===== config.mk =====
export PLATFORM = sky130hd
export DESIGN_NAME = csrw_unit
export DESIGN_NICKNAME = d
export VERILOG_FILES = /design/src/rtl/csrw_pkg.sv /design/src/rtl/csrw_status_fix.sv /design/src/rtl/csrw_sview.sv /design/src/rtl/csrw_read_mux.sv /design/src/rtl/csrw_unit.sv
export SDC_FILE = /design/constraint.sdc
export NUM_CORES = 1
export LEC_CHECK = 0
export ABC_AREA = 1
export BUFFER_PORTS_ARGS = -buffer_cell sky130_fd_sc_hd__buf_2
export CAP_MARGIN = 15
export CORE_MARGIN = 3
export CORE_UTILIZATION = 43
export DETAILED_ROUTE_END_ITERATION = 12
export HOLD_SLACK_MARGIN = 0.12
export PLACE_DENSITY = 0.65
export SYNTH_ARGS = -nofsm -noshare
export SYNTH_HDL_FRONTEND = slang
export SYNTH_SLANG_ARGS = --single-unit

===== constraint.sdc =====
create_clock -name clk -period 1.6 [get_ports clk]
set_input_delay 0.16 -clock clk [delete_from_list [all_inputs] [get_ports clk]]
set_output_delay 0.16 -clock clk [all_outputs]
set_load 0.02 [all_outputs]

===== src/rtl/csrw_pkg.sv =====
package csrw_pkg;

    localparam logic [11:0] A_MSTATUS = 12'h100;
    localparam logic [11:0] A_MENABLE = 12'h104;
    localparam logic [11:0] A_MPEND   = 12'h108;
    localparam logic [11:0] A_HOST    = 12'h120;
    localparam logic [11:0] A_SSTATUS = 12'h010;
    localparam logic [11:0] A_SENABLE = 12'h014;
    localparam logic [11:0] A_SPEND   = 12'h018;
    localparam logic [11:0] A_STVEC   = 12'h01C;

    // status word field positions
    localparam int B_IE   = 0;
    localparam int B_PRV  = 1;
    localparam int B_IE1  = 3;
    localparam int B_PRV1 = 4;
    localparam int B_IE2  = 6;
    localparam int B_PRV2 = 7;
    localparam int B_FS   = 12;
    localparam int B_XS   = 14;
    localparam int B_MPRV = 16;
    localparam int B_VM   = 17;
    localparam int VM_W   = 5;

    // supervisor status view positions that differ from the machine word
    localparam int S_PIE = 3;
    localparam int S_PS  = 4;

    localparam logic [1:0] PRV_USER = 2'd0;
    localparam logic [1:0] PRV_SUP  = 2'd1;
    localparam logic [1:0] PRV_MACH = 2'd3;

    localparam logic [VM_W-1:0] VM_BARE = 5'd0;
    localparam logic [VM_W-1:0] VM_PG32 = 5'd8;
    localparam logic [VM_W-1:0] VM_PG39 = 5'd9;
    localparam logic [VM_W-1:0] VM_PG48 = 5'd10;

    // interrupt bit positions
    localparam int IRQ_W   = 8;
    localparam int IRQ_SSW = 1;
    localparam int IRQ_MSW = 3;
    localparam int IRQ_STM = 5;
    localparam int IRQ_MTM = 7;

    localparam logic [IRQ_W-1:0] PEND_WM   = (IRQ_W'(1) << IRQ_SSW) | (IRQ_W'(1) << IRQ_MSW)
                                           | (IRQ_W'(1) << IRQ_STM);
    localparam logic [IRQ_W-1:0] EN_WM     = PEND_WM | (IRQ_W'(1) << IRQ_MTM);
    localparam logic [IRQ_W-1:0] S_PEND_WM = IRQ_W'(1) << IRQ_SSW;
    localparam logic [IRQ_W-1:0] S_VIEW_M  = (IRQ_W'(1) << IRQ_SSW) | (IRQ_W'(1) << IRQ_STM);

    function automatic logic prv_ok(input logic [1:0] p);
        return (p == PRV_USER) || (p == PRV_SUP) || (p == PRV_MACH);
    endfunction

endpackage


===== src/rtl/csrw_status_fix.sv =====
module csrw_status_fix
    import csrw_pkg::*;
#(
    parameter int XLEN    = 64,
    parameter bit HAS_EXT = 1'b1
) (
    input  logic [XLEN-1:0] cur,
    input  logic [XLEN-1:0] val,
    output logic [XLEN-1:0] nxt
);

    logic [VM_W-1:0] vm_new;
    logic            vm_ok;
    logic [XLEN-1:0] mask;
    logic [XLEN-1:0] merged;

    assign vm_new = val[B_VM +: VM_W];

    generate
        if (XLEN == 32) begin : g_vm32
            assign vm_ok = (vm_new == VM_BARE) || (vm_new == VM_PG32);
        end else begin : g_vm64
            assign vm_ok = (vm_new == VM_BARE) || (vm_new == VM_PG39) || (vm_new == VM_PG48);
        end
    endgenerate

    always_comb begin
        mask = '0;
        mask[B_IE]   = 1'b1;
        mask[B_IE1]  = 1'b1;
        mask[B_IE2]  = 1'b1;
        mask[B_MPRV] = 1'b1;
        mask[B_FS +: 2] = 2'b11;
        if (HAS_EXT) mask[B_XS +: 2] = 2'b11;
        if (vm_ok) mask[B_VM +: VM_W] = '1;
        if (prv_ok(val[B_PRV  +: 2])) mask[B_PRV  +: 2] = 2'b11;
        if (prv_ok(val[B_PRV1 +: 2])) mask[B_PRV1 +: 2] = 2'b11;
        if (prv_ok(val[B_PRV2 +: 2])) mask[B_PRV2 +: 2] = 2'b11;
        merged = (cur & ~mask) | (val & mask);
        merged[XLEN-1] = (merged[B_FS +: 2] == 2'b11) || (merged[B_XS +: 2] == 2'b11);
        nxt = merged;
    end

endmodule


===== src/rtl/csrw_sview.sv =====
module csrw_sview
    import csrw_pkg::*;
#(
    parameter int XLEN = 64
) (
    input  logic [XLEN-1:0] mstat,
    input  logic [XLEN-1:0] wdata,
    output logic [XLEN-1:0] wr_full,
    output logic [XLEN-1:0] rd_view
);

    logic unused_wbits;
    assign unused_wbits = ^wdata;

    // supervisor write expressed as a full machine status value
    always_comb begin
        wr_full = mstat;
        wr_full[B_IE]        = wdata[B_IE];
        wr_full[B_IE1]       = wdata[S_PIE];
        wr_full[B_PRV1 +: 2] = {1'b0, wdata[S_PS]};
        wr_full[B_FS +: 2]   = wdata[B_FS +: 2];
        wr_full[B_XS +: 2]   = wdata[B_XS +: 2];
        wr_full[B_MPRV]      = wdata[B_MPRV];
    end

    always_comb begin
        rd_view = '0;
        rd_view[B_IE]      = mstat[B_IE];
        rd_view[S_PIE]     = mstat[B_IE1];
        rd_view[S_PS]      = mstat[B_PRV1];
        rd_view[B_FS +: 2] = mstat[B_FS +: 2];
        rd_view[B_XS +: 2] = mstat[B_XS +: 2];
        rd_view[B_MPRV]    = mstat[B_MPRV];
        rd_view[XLEN-1]    = mstat[XLEN-1];
    end

endmodule


===== src/rtl/csrw_read_mux.sv =====
module csrw_read_mux
    import csrw_pkg::*;
#(
    parameter int XLEN = 64
) (
    input  logic [11:0]      addr,
    input  logic [XLEN-1:0]  mstat,
    input  logic [XLEN-1:0]  sstat,
    input  logic [IRQ_W-1:0] ie,
    input  logic [IRQ_W-1:0] ip,
    input  logic [XLEN-1:0]  tvec,
    input  logic [XLEN-1:0]  host,
    output logic [XLEN-1:0]  data,
    output logic             illegal
);

    localparam int PADW = XLEN - IRQ_W;

    always_comb begin
        data    = '0;
        illegal = 1'b0;
        case (addr)
            A_MSTATUS: data = mstat;
            A_SSTATUS: data = sstat;
            A_MENABLE: data = {{PADW{1'b0}}, ie};
            A_MPEND:   data = {{PADW{1'b0}}, ip};
            A_SENABLE: data = {{PADW{1'b0}}, ie & S_VIEW_M};
            A_SPEND:   data = {{PADW{1'b0}}, ip & S_VIEW_M};
            A_STVEC:   data = tvec;
            A_HOST:    data = host;
            default:   illegal = 1'b1;
        endcase
    end

endmodule


===== src/rtl/csrw_unit.sv =====
module csrw_unit
    import csrw_pkg::*;
#(
    parameter int XLEN    = 64,
    parameter bit HAS_EXT = 1'b1
) (
    input  logic            clk,
    input  logic            rst_n,
    input  logic            wr_en,
    input  logic [11:0]     wr_addr,
    input  logic [XLEN-1:0] wr_data,
    input  logic [11:0]     rd_addr,
    output logic [XLEN-1:0] rd_data,
    output logic            rd_illegal
);

    localparam logic [XLEN-1:0] RST_STATUS = (XLEN'(PRV_MACH) << B_PRV)
                                           | (XLEN'(PRV_SUP) << B_PRV1)
                                           | (XLEN'(PRV_SUP) << B_PRV2);

    typedef struct packed {
        logic [XLEN-1:0]  status;
        logic [IRQ_W-1:0] ie;
        logic [IRQ_W-1:0] ip;
        logic [XLEN-1:0]  tvec;
        logic [XLEN-1:0]  host;
    } csr_state_t;

    csr_state_t st_d, st_q;

    logic [XLEN-1:0]  status_q, tvec_q, host_q;
    logic [IRQ_W-1:0] ie_q, ip_q;
    logic [XLEN-1:0]  m_fix, s_full, s_fix, s_view;

    assign status_q = st_q.status;
    assign tvec_q   = st_q.tvec;
    assign host_q   = st_q.host;
    assign ie_q     = st_q.ie;
    assign ip_q     = st_q.ip;

    csrw_status_fix #(.XLEN(XLEN), .HAS_EXT(HAS_EXT)) u_fix_m (
        .cur(status_q), .val(wr_data), .nxt(m_fix)
    );

    csrw_sview #(.XLEN(XLEN)) u_sview (
        .mstat(status_q), .wdata(wr_data), .wr_full(s_full), .rd_view(s_view)
    );

    csrw_status_fix #(.XLEN(XLEN), .HAS_EXT(HAS_EXT)) u_fix_s (
        .cur(status_q), .val(s_full), .nxt(s_fix)
    );

    csrw_read_mux #(.XLEN(XLEN)) u_rd (
        .addr(rd_addr), .mstat(status_q), .sstat(s_view), .ie(ie_q), .ip(ip_q),
        .tvec(tvec_q), .host(host_q), .data(rd_data), .illegal(rd_illegal)
    );

    always_comb begin
        st_d = st_q;
        if (wr_en) begin
            case (wr_addr)
                A_MSTATUS: st_d.status = m_fix;
                A_SSTATUS: st_d.status = s_fix;
                A_MPEND:   st_d.ip = (st_q.ip & ~PEND_WM)   | (wr_data[IRQ_W-1:0] & PEND_WM);
                A_SPEND:   st_d.ip = (st_q.ip & ~S_PEND_WM) | (wr_data[IRQ_W-1:0] & S_PEND_WM);
                A_MENABLE: st_d.ie = (st_q.ie & ~EN_WM)     | (wr_data[IRQ_W-1:0] & EN_WM);
                A_SENABLE: st_d.ie = (st_q.ie & ~S_VIEW_M)  | (wr_data[IRQ_W-1:0] & S_VIEW_M);
                A_STVEC:   st_d.tvec = {wr_data[XLEN-1:2], 2'b00};
                A_HOST:    if (st_q.host == '0) st_d.host = wr_data;
                default:   st_d = st_q;
            endcase
        end
    end

    always_ff @(posedge clk or negedge rst_n) begin
        if (!rst_n) begin
            st_q.status <= RST_STATUS;
            st_q.ie     <= '0;
            st_q.ip     <= '0;
            st_q.tvec   <= '0;
            st_q.host   <= '0;
        end else begin
            st_q <= st_d;
        end
    end

endmodule


==> run metrics <==
outcome complete, but fails checks; failing checks setup timing; Finish-stage setup viols 42; CP Capture Type primary output; Max Slew Vio Count 0; critical-path cell list buf_6, or2_1, nor2_2, nand2_2, inv_2, nand2_4, clkinv_8, buf_6, nand2_1, o21ai_0, buf_2; Area after DPL 8910 um^2; CP max stage delay 0.22 ns; Mapped Cells 985; Clock Latency Late Sink 0.42 ns; die span in x 139 um; initial antenna violation count 1; port bufs 155; number of synthesized flops with an enable pin 0; Max Cap Viol 0; Routed Antenna Nets 0; DRT iter0 DRCs 598; Starting Density 44.0%; top-area cell type share of the netlist area 48.8%; die area 19400 um^2; root buffer cell clkbuf_16; yosys warns 0; core area 17400 um^2; required time worst endpoint 1.44 ns; kind of critical path in2out; Distinct cells, synth 34; GP Congestion 0.840; buffer and inverter count on the worst path 5; DRC Markers 0; vias in the first global route 7139; Synth area leaders dfrtp_1 49%, nand2_1 14%, inv_1 7.8%, o21ai_0 6.6%, nand4_1 5.5%; maximum vdd drop 770 uV; PD cells 738 nW/um^2; number of CTS-inserted buffers 17; Hold Vio Cnt, Final 0; Final nets 1353; Max-slew headroom 58.5%; worst setup margin -0.0694 ns; wire per inst 17.6 um; H-tree Lvls 4; share of layout cells above drive strength 1 30.4%; via/cell ratio 5.17; CTS Sinks 153; actual slew at the worst max-slew pin 0.623 ns; pin count of the biggest net entering global routing 65; crit path launch type input port; Pre-Repair DR Iteration Count 6; final instance area 11500 um^2; crit share post-route 104%; via count 7764; Primary FF master, synth dfrtp_1; syn nets 1076; Design Power 8.52 mW; Seq/Total Area, Yosys 50.2%; cell taking the most area after synthesis dfrtp_1; num ports 156; CTS tree built; die height 139 um; most common cell in the netlist nand2_1; synthesized area 7640 um^2; clk buf depth 2; Top delay family on crit path buffers and inverters; Pleak 5.86 nW; post-route minimum period 1.67 ns; grt total ovfl 0; commonest cells in the netlist 294 x nand2_1, 159 x inv_1, 149 x dfrtp_1, 101 x o21ai_0, 67 x nand4_1; fmax 599 MHz; CTS clk-pin slew, worst paths 0.06 ns; Hold Crit Class in2reg; Total GRT Usage 23.2%; clock skew 0.0135 ns; first-pass GRT wire length 36300 um; Crit-path slowest cell or2_1; Synth async-reset ratio 100%; RSZ-0062 raised after global routing yes; maximum fanout along the worst path 8; drt total wl 26400 um; most numerous cell on the critical path buf_6; # rows 48; Detail Placement HPWL 15300 um; Arr. time, crit path 1.51 ns; Yosys reg bits 153; P&R area growth vs syn 51.1%; Mapped Avg Cell Area 7.76 um^2
## sequential cells by signal, indices dropped and copies added, names as in the netlist, named ones only
signal / flops
tvec_q: 62
status_q: 14
ie_q: 4
ip_q: 3
host_q: 64
## stage by stage
stage / worst slack [ns] / setup TNS, ns / util, % / std cells / hold WS, ns
2_1_floorplan: 0.00908 / 0 / - / 985 / -0.136
3_3_place_gp: -0.149 / -2.35 / 51.3 / 1365 / 0.178
3_5_place_dp: -0.182 / -3.46 / 51.3 / 1365 / 0.181
5_1_grt: -0.131 / -6.37 / 66.5 / 1501 / 0.239
4_1_cts: -0.0174 / -0.0757 / 59.3 / 1466 / 0.187
6_report: -0.0694 / -0.837 / 66.5 / 1501 / 0.203
## layer usage
layer / vias to the layer above / wire length [um] / global-route usage, %
met5: - / 0 / 0
met4: 0 / 904 / 6.49
met3: 68 / 1840 / 4.67
met2: 328 / 12800 / 37.8
met1: 3680 / 10800 / 31.6
li1: 3688 / - / -
## report_power, final
part	switching [mW]	internal [mW]
Combinational	0.277	0.254
Sequential	0.00762	3.88
Clock	1.73	2.38
Total	2.01	6.51
## tightest hold or removal path, stage by stage
cell	delay, ns
buf_2	0.12
nand2_1	0.10
nor3_1	0.06
nand2_1	0.08
o21ai_0	0.07
## layout by cell type, fill, tap and decap left out, types with 7 or more instances in the layout
cell,synthesis,final
o21ai_2,3,23
o211ai_1,9,9
nand2_4,0,11
nand3_2,7,7
dfrtp_1,149,149
dlygate4sd3_1,0,68
o21ai_1,31,48
inv_1,159,155
clkbuf_16,0,34
nand4_1,67,67
o21ai_0,101,60
buf_4,9,63
buf_12,1,15
nand2_2,10,37
nor2_4,2,8
nand3_1,23,22
buf_8,0,7
nor2_1,59,45
nor2_2,5,13
buf_6,7,41
buf_2,18,91
nand2_1,294,256
## logic make-up after synthesis
group	count (synthesis)	share of synthesized area [%]
AND/OR/NAND/NOR	476	27.6
buffers and inverters	208	11.9
flip-flops	153	50.2
AO/OA/AOI/OAI	147	10.2
XOR/XNOR	1	0.115
## repair_timing
action	CTS	global route
resized for setup	33	230
hold buffers	68	0
pin swaps	0	84
cloned	1	23
endpoints found under the setup margin	71	130
endpoints found under the hold margin	302	0
setup buffers	0	12
## final timing paths
kind	from	slack, ns	cells past startpoint	to
max	rd_addr[8]	-0.07	11	rd_data[54]
min	wr_addr[3]	0.20	5	ip_q[1]$_DFFE_PN0P_
max reg2reg	host_q[6]$_DFFE_PN0P_	-0.05	9	host_q[56]$_DFFE_PN0P_
min reg2reg	host_q[55]$_DFFE_PN0P_	0.47	2	host_q[55]$_DFFE_PN0P_
max in group asynchronous	rst_n	0.76	3	tvec_q[22]$_DFFE_PN0P_
min in group asynchronous	rst_n	0.28	3	host_q[48]$_DFFE_PN0P_
## final cells by class
type / instances / area, um^2
multi-input cells: 624 / 3270
flip-flops and latches: 153 / 3830
diodes: 1 / 2.50
repair buffers: 303 / 2930
clock buffers: 18 / 439
fillers: 1387 / 5810
clock inverters: 14 / 163
well taps: 225 / 282
inverters: 163 / 628
No activity file was read; power rests on OpenSTA's default activity.
